===== src/rtl/disp_pkg.sv =====
package disp_pkg;

    localparam int NSLOT  = 2;
    localparam int NUNIT  = 5;
    localparam int UNIT_W = 3;
    localparam int NRC    = 3;
    localparam int CLS_W  = 3;

    typedef enum logic [CLS_W-1:0] {
        IC_INT    = 3'd0,
        IC_MULDIV = 3'd1,
        IC_FP     = 3'd2,
        IC_MEM    = 3'd3,
        IC_SYS    = 3'd4
    } iclass_e;

    localparam logic [UNIT_W-1:0] UNIT_IU1 = 3'd0;
    localparam logic [UNIT_W-1:0] UNIT_IU2 = 3'd1;
    localparam logic [UNIT_W-1:0] UNIT_FPU = 3'd2;
    localparam logic [UNIT_W-1:0] UNIT_LSU = 3'd3;
    localparam logic [UNIT_W-1:0] UNIT_SRU = 3'd4;

    typedef struct packed {
        iclass_e          cls;
        logic [NRC-1:0]   dst;
    } iq_entry_t;

    function automatic logic [NUNIT-1:0] unit_bit(input logic [UNIT_W-1:0] u);
        return NUNIT'(1) << u;
    endfunction

endpackage


===== src/rtl/disp_iq.sv =====
module disp_iq
    import disp_pkg::*;
#(
    parameter int DEPTH = 6,
    localparam int CNT_W = $clog2(DEPTH + 1)
) (
    input  logic                   clk,
    input  logic                   rst,
    input  logic                   push_valid,
    input  iq_entry_t              push_entry,
    output logic                   push_ready,
    input  logic [1:0]             pop_cnt,
    output iq_entry_t [NSLOT-1:0]  head,
    output logic [NSLOT-1:0]       head_valid,
    output logic [CNT_W-1:0]       count
);

    iq_entry_t q   [DEPTH];
    iq_entry_t q_n [DEPTH];
    logic [CNT_W-1:0] count_n;
    logic             push_ok;
    logic [CNT_W-1:0] wr_idx;

    assign push_ready = count < CNT_W'(DEPTH);
    assign push_ok    = push_valid & push_ready;
    assign wr_idx     = count - CNT_W'(pop_cnt);
    assign count_n    = count - CNT_W'(pop_cnt) + CNT_W'(push_ok);

    always_comb begin
        for (int i = 0; i < DEPTH; i++) begin
            q_n[i] = '0;
            for (int k = 0; k < DEPTH; k++) begin
                if (k == i + int'(pop_cnt)) q_n[i] = q[k];
            end
            if (push_ok && (i == int'(wr_idx))) q_n[i] = push_entry;
        end
    end

    always_ff @(posedge clk) begin
        if (rst) begin
            count <= '0;
            for (int i = 0; i < DEPTH; i++) q[i] <= '0;
        end else begin
            count <= count_n;
            for (int i = 0; i < DEPTH; i++) q[i] <= q_n[i];
        end
    end

    for (genvar s = 0; s < NSLOT; s++) begin : g_head
        assign head[s]       = q[s];
        assign head_valid[s] = count > CNT_W'(s);
    end

endmodule


===== src/rtl/disp_route.sv =====
module disp_route
    import disp_pkg::*;
(
    input  iclass_e             cls,
    input  logic [NUNIT-1:0]    avail,
    output logic                found,
    output logic [UNIT_W-1:0]   unit
);

    always_comb begin
        found = 1'b0;
        unit  = '0;
        case (cls)
            IC_INT: begin
                if (avail[UNIT_IU2]) begin
                    found = 1'b1;
                    unit  = UNIT_IU2;
                end else if (avail[UNIT_IU1]) begin
                    found = 1'b1;
                    unit  = UNIT_IU1;
                end
            end
            IC_MULDIV: begin
                found = avail[UNIT_IU1];
                unit  = UNIT_IU1;
            end
            IC_FP: begin
                found = avail[UNIT_FPU];
                unit  = UNIT_FPU;
            end
            IC_MEM: begin
                found = avail[UNIT_LSU];
                unit  = UNIT_LSU;
            end
            IC_SYS: begin
                found = avail[UNIT_SRU];
                unit  = UNIT_SRU;
            end
            default: begin
                found = 1'b0;
                unit  = '0;
            end
        endcase
    end

endmodule


===== src/rtl/disp_ctrl.sv =====
module disp_ctrl
    import disp_pkg::*;
#(
    parameter int DEPTH  = 6,
    parameter int FREE_W = 4,
    parameter int CQ_W   = 3,
    localparam int CNT_W = $clog2(DEPTH + 1)
) (
    input  logic                           clk,
    input  logic                           rst,
    input  logic                           push_valid,
    input  logic [CLS_W-1:0]               push_cls,
    input  logic [NRC-1:0]                 push_dst,
    output logic                           push_ready,
    input  logic [NUNIT-1:0]               rs_free,
    input  logic [NRC-1:0][FREE_W-1:0]     ren_free,
    input  logic [CQ_W-1:0]                cq_free,
    output logic [NSLOT-1:0]               disp_go,
    output logic [NSLOT-1:0][UNIT_W-1:0]   disp_unit,
    output logic [1:0]                     pop_cnt,
    output logic [NRC-1:0][1:0]            ren_alloc,
    output logic [1:0]                     cq_alloc,
    output logic [CNT_W-1:0]               iq_cnt
);

    iq_entry_t              push_entry;
    iq_entry_t [NSLOT-1:0]  head;
    logic [NSLOT-1:0]       head_valid;

    logic [NUNIT-1:0]       mask [NSLOT+1];
    logic [1:0]             cum  [NSLOT+1][NRC];
    logic                   gate [NSLOT+1];
    logic [NSLOT-1:0]       fnd;
    logic [UNIT_W-1:0]      pick [NSLOT];
    logic [NSLOT-1:0]       go;

    assign push_entry.cls = iclass_e'(push_cls);
    assign push_entry.dst = push_dst;

    disp_iq #(.DEPTH(DEPTH)) u_iq (
        .clk        (clk),
        .rst        (rst),
        .push_valid (push_valid),
        .push_entry (push_entry),
        .push_ready (push_ready),
        .pop_cnt    (pop_cnt),
        .head       (head),
        .head_valid (head_valid),
        .count      (iq_cnt)
    );

    assign mask[0] = rs_free;
    assign gate[0] = 1'b1;
    for (genvar c = 0; c < NRC; c++) begin : g_cum0
        assign cum[0][c] = '0;
    end

    for (genvar s = 0; s < NSLOT; s++) begin : g_slot
        logic res_ok;
        logic cq_ok;

        disp_route u_rt (
            .cls   (head[s].cls),
            .avail (mask[s]),
            .found (fnd[s]),
            .unit  (pick[s])
        );

        assign mask[s+1] = fnd[s] ? (mask[s] & ~unit_bit(pick[s])) : mask[s];

        for (genvar c = 0; c < NRC; c++) begin : g_rc
            assign cum[s+1][c] = cum[s][c] + {1'b0, head[s].dst[c]};
        end

        always_comb begin
            res_ok = 1'b1;
            for (int c = 0; c < NRC; c++) begin
                if (ren_free[c] < FREE_W'(cum[s+1][c])) res_ok = 1'b0;
            end
        end

        assign cq_ok     = cq_free >= CQ_W'(s + 1);
        assign go[s]     = gate[s] & head_valid[s] & fnd[s] & res_ok & cq_ok;
        assign gate[s+1] = go[s];
        assign disp_unit[s] = go[s] ? pick[s] : '0;
    end

    assign disp_go = go;

    always_comb begin
        pop_cnt = '0;
        for (int s = 0; s < NSLOT; s++) pop_cnt = pop_cnt + 2'(go[s]);
    end

    always_comb begin
        for (int c = 0; c < NRC; c++) begin
            ren_alloc[c] = '0;
            for (int s = 0; s < NSLOT; s++) begin
                if (go[s]) ren_alloc[c] = cum[s+1][c];
            end
        end
    end

    assign cq_alloc = pop_cnt;

endmodule


===== config.mk =====
export PLATFORM = sky130hd
export DESIGN_NAME = disp_ctrl
export DESIGN_NICKNAME = d
export VERILOG_FILES = /design/src/rtl/disp_pkg.sv /design/src/rtl/disp_iq.sv /design/src/rtl/disp_route.sv /design/src/rtl/disp_ctrl.sv
export SDC_FILE = /design/constraint.sdc
export NUM_CORES = 1
export LEC_CHECK = 0
export ABC_AREA = 1
export BUFFER_PORTS_ARGS = -buffer_cell sky130_fd_sc_hd__clkbuf_2
export CAP_MARGIN = 20
export CELL_PAD_IN_SITES_DETAIL_PLACEMENT = 1
export CELL_PAD_IN_SITES_GLOBAL_PLACEMENT = 1
export CORE_UTILIZATION = 41
export CTS_BUF_LIST = sky130_fd_sc_hd__clkbuf_8
export DETAILED_ROUTE_END_ITERATION = 12
export PLACE_DENSITY = 0.89
export SETUP_SLACK_MARGIN = 0.2
export SLEW_MARGIN = 20
export SYNTH_ARGS = -nofsm -noshare
export SYNTH_HDL_FRONTEND = slang
export SYNTH_HIERARCHICAL = 1
export SYNTH_SLANG_ARGS = --single-unit

===== constraint.sdc =====
create_clock -name clk -period 4.4 [get_ports clk]
set_input_delay 0.22 -clock clk [delete_from_list [all_inputs] [get_ports clk]]
set_output_delay 0.22 -clock clk [all_outputs]
set_load 0.02 [all_outputs]

**After elaboration in Yosys (flattened, before gate mapping)**

Memory sizes are Yosys's and may differ from the RTL's.
Cells that the tools add are included.

- $add $sub $neg: 11
- $lt $le $gt $ge: 11
- Eq/ne operators: 41
- Shift-type cells: 1
- Mux-type cells: 74
- Bitwise operators: 16
- Reduce and logical (&&, ||, !) cells: 15

Operators by type and width:

| kind | count |
|---|---|
| $eq 3x32->1 const A | 10 |
| $eq 4x32->1 const A | 10 |
| $mux 6 | 46 |
| $logic_not 32->1 | 6 |
| $eq 2x32->1 const A | 5 |
| $pmux 3 s4 | 2 |
| $mux 1 | 18 |
| $eq 3x2->1 const B | 4 |
| $eq 3x3->1 const A | 4 |
| $lt 4x1->1 | 3 |
| $lt 4x2->1 | 3 |
| $pmux 1 s5 | 2 |
| $logic_not 3->1 | 3 |
| $add 1x1->2 | 4 |
| $add 3x2->4 const A | 2 |
| $and 1x1->1 | 8 |
| $add 2x2->3 const A | 2 |
| $eq 3x1->1 const B | 2 |
| $eq 3x3->1 const B | 2 |
| $gt 3x1->1 const B | 2 |
| $logic_and 1x1->1 | 6 |
| $mux 2 | 3 |
| $mux 3 | 2 |
| $or 1x1->1 | 6 |
| 13 further kinds | 14 |

- Flip-flop bits (word level): 3
- Bits in writable memories: 36
- Input bits: 29
- Output and inout port bits: 22
- Word-level logic and storage cells: 171
- Memories: 1

Memory list:

| memory | words | bits a word | rd ports | clocked after memory_dff | wr ports | line | source |
|---|---|---|---|---|---|---|---|
| u_iq.q | 6 | 6 | 6 | 0 | 6 | disp_iq.sv:18 | `iq_entry_t q [DEPTH];` |

**Logic depth before layout (Yosys ltp)**

An unclocked memory read counts as a cell.

- Depth in word-level cells: 24
- Gate-level depth with buffers: 33
- Mapped depth without buffers: 31

**Modules after synthesis**

The synthesis kept the hierarchy.

Modules (own cells, without submodules):

| module | times used | cells an instance | area an instance (µm²) | sequential area each (µm²) |
|---|---|---|---|---|
| disp_iq | 1 | 463 | 2780.2 | 780.7 |
| disp_ctrl | 1 | 101 | 549.3 | 0.0 |
| disp_route at g_slot[1].u_rt | 1 | 23 | 100.1 | 0.0 |
| disp_route at g_slot[0].u_rt | 1 | 21 | 92.6 | 0.0 |

**Least setup slack after synthesis**

Ideal clock, no wire load.

- Path kind: register to register
- Start: mem u_iq/q[0][4] (netlist bit)
- End: mem u_iq/q[0][19] (netlist bit)
- Setup time: 70 ps
- Data arrival time: 3930 ps
- Required time: 4330 ps
- Path slack: 399 ps
- Stages on the path, launching flop included: 26
- Path buffers: 2
- Period minus slack after synthesis: 4001 ps
- Cells stage by stage: dfxtp_1 > buf_4 > nor2_1 > inv_1 > o21ai_0 > nor2_1 > a21boi_0 > nand2_1 > nor3_1 > nor2_1 > nand3_1 > nand2_1 > nor2_1 > nand2_1 > nor2_8 > nand2_8 > inv_2 > ha_1 > ha_1 > fa_1 > nor2_1 > nand3_2 > buf_6 > nand2_1 > nand2_1 > a21oi_1

RTL lines:

| what | line |
|---|---|
| start, declared | disp_iq.sv:18 |

==> impl_results.md <==
- RR Endpoint: u_iq/q[0][26]
- Setup-failing EPs final: 0
- GR Overflow Total: 0
- Seq/Total Area, Yosys: 22.2%
- Avg Vias per Cell: 5.18
- Setup ws final: 569 ps
- DIE AREA: 8970 sq um
- Critical Path Fanout Max: 7
- Starting Density: 42.7%
- Clock-pin transition on the worst setup and hold timing paths: 70 ps
- PwrDens: 744 nW/um^2
- Clock Latency Late Sink: 290 ps
- GRT Total Usage: 25.1%
- Hold Fails Final Rpt: 0
- Initial antenna violation count: 0
- H-tree depth: 2
- Post-synth cell types: 30
- Root Driver: clkbuf_8
- Reg2reg start: u_iq/q[0][4]
- Antenna Cells: 0
- Die Ht: 94.7 um
- Post-DRT Antenna Nets: 0
- Syn-to-layout area delta: 11.1%
- Yosys top cell by area: dfxtp_1
- Setup crit start kind: flop
- Critical Path AT: 3990 ps
- Share of the synthesized area in the top cell type: 22.2%
- Fin Clk Skew: 6.72 ps
- DR pass1 iterations: 4
- Slowest CP cell: fa_2
- Setup tns final: 0 ps
- IO Pins: 51
- Synthesized area: 3520 sq um
- CP endpoint: u_iq/q[0][26]
- CTS Sinks: 39
- Number of global-route vias before repair: 3948
- Final Instance Area: 3910 sq um
- Unrepaired setup endpoints after global routing: false
- Die Width: 94.7 um
- Fin. max-slew vios: 0
- Synth area leaders: dfxtp_1, nand2_1, nand3_1
- Total of warnings raised by yosys: 6
- Worst rel slew slack: 53.4%
- Worst vdd ir: 0.000352 V
- Worst-Margin Slew: 699 ps
- Drt total wl: 10.6 mm
- Final Total Pwr: 2.91 mW
- Max Cap Viol: 0
- Crit-path max cell delay: 600 ps
- FF-to-FF path depth: 28
- First-pass GRT wire length: 17.8 mm
- CP endpoint kind: flop
- Core Footprint: 8260 sq um
- P_leak: 1.97 nW
- Num CTS Buffers: 5
- Seq cells post-synth: 39
- GPL Wtd Cong: 0.848
- Share of layout cells above drive strength 1: 21.1%
- Initial DRC Count: 144
- CTS max path bufs: 2
- Dpl ws: 61.9 ps
- R2R Setup Slk: 570 ps
- DP Area: 3700 sq um
- Mean area per synthesized cell: 5.79 sq um
- Status: finished, final reports clean
- Max Freq: 261 MHz
- DR WL/cell: 14.3 um
- Syn_nets: 648
- Worst EP required: 4560 ps
- Crit Path Category: reg -> reg
- Final min period: 3830 ps
- Nets: 682
- Largest net degree at the start of global routing: 34
- Hold Path Class: in -> reg
- Hpwl dp: 8.17 mm
- Port Buf Inserts: 50
- CTS tree: yes
- Detailed-route via count: 3867
- Critical path launch point: u_iq/q[0][4]
- Gate Count Post-Synth: 608
- Num rows: 33
- Most common cell on crit path: nor2_1
- Post-route clock period utilization: 87.1%
- Final core utilization: 47.4%
- # DRC: 0
==> power breakdown <==
| group | internal [mW] | switching (mW) | leakage (nW) | total (mW) |
|---|---|---|---|---|
| sequential | 0.472 | 0.133 | 0.319 | 0.604 |
| combinational | 0.647 | 1.44 | 1.61 | 2.08 |
| clock | 0.104 | 0.123 | 0.0413 | 0.226 |
| total | 1.22 | 1.69 | 1.97 | 2.91 |
==> cell usage after synthesis <==
cell,number
buf_2,7
nand3_1,101
nor2_4,2
inv_4,3
nand2_8,2
a21oi_1,14
nand2_1,144
o21ai_0,8
nand2_2,12
o21ai_1,1
inv_1,86
a21oi_2,1
ha_1,10
fa_1,1
dfxtp_1,39
buf_4,20
nand2_4,1
nor2_2,12
clkbuf_1,4
buf_6,4
inv_2,11
a21boi_0,1
nand4_1,9
a31oi_1,4
nor3_1,1
nor2_8,3
clkinv_1,1
nor3_4,1
nor2_1,104
nand3_2,1
==> flip-flops by register name, indices dropped and copies added (netlist names) <==
signal / flops
u_iq/q: 36
u_iq/count: 3
==> per-layer routing <==
metal | GRT usage, % | wire length (um)
met3 | 2.74 | 382
met1 | 29.9 | 4630
met5 | 0 | 0
met2 | 47.8 | 5530
met4 | 5.68 | 93
==> cell families after synthesis <==
logic type | synth area share (%)
flip-flops | 22.2
adder cells (fa/ha/maj) | 4.12
AO/OA/AOI/OAI | 4.44
AND/OR/NAND/NOR | 51.3
buffers and inverters | 17.9
==> worst min path at each step <==
stage / startpoint / end / slack (ps) / depth (start not counted)
after global placement: u_iq/q[0][30] / u_iq/q[0][30] / 490 / 2
after global routing: push_dst[0] / u_iq/q[0][30] / 280 / 3
after floorplan: push_dst[0] / u_iq/q[0][30] / 370 / 2
after CTS: push_dst[2] / u_iq/q[0][32] / 250 / 3
after detailed placement: u_iq/q[0][30] / u_iq/q[0][30] / 510 / 2
final: push_dst[0] / u_iq/q[0][30] / 260 / 3
==> layout by cell type, fill, tap and decap left out, types with 2 or more instances in the layout <==
cell	n
inv_1	86
nor2_1	100
a31oi_1	4
nor2_8	3
a21oi_1	14
clkbuf_8	5
buf_4	11
nand2_2	12
nand2_1	139
clkbuf_2	50
nand4_1	9
nor2_4	2
dfxtp_1	36
inv_4	4
ha_1	9
nand3_1	100
inv_2	11
nand2_4	6
o21ai_0	7
dfxtp_4	2
nor2_2	16
nand2_8	2
==> worst max-delay path: cells and delay by family (launching register included) <==
kind / cells / cell delay, ps
compound gates: 1 / 170
buf+inv: 3 / 230
flops: 1 / 370
simple gates: 21 / 1890
fa+ha+maj: 3 / 1020
==> stage by stage <==
step | hold WS [ps] | std cells
after floorplan | 367 | 608
after global placement | 492 | 734
after detailed placement | 507 | 734
after CTS | 253 | 740
after global routing | 276 | 746
final | 265 | 746
==> area by class of cell <==
| type | count | area [sq um] |
|---|---|---|
| clock buffers | 5 | 68.8 |
| clock inverters | 1 | 3.75 |
| fillers | 1204 | 4340 |
| inverters | 101 | 389 |
| multi-input cells | 433 | 2190 |
| flip-flops and latches | 39 | 790 |
| well taps | 105 | 131 |
| repair buffers | 62 | 344 |
==> timing repair <==
action / CTS / global route
endpoints found under the setup margin: 36 / 38
hold buffers: 0 / 0
gates cloned: 0 / 0
pin swaps: 0 / 15
buffers inserted: 0 / 6
gates resized for setup: 6 / 25
hold endpoints to repair: 0 / 0
No activity file was read; power rests on OpenSTA's default activity.
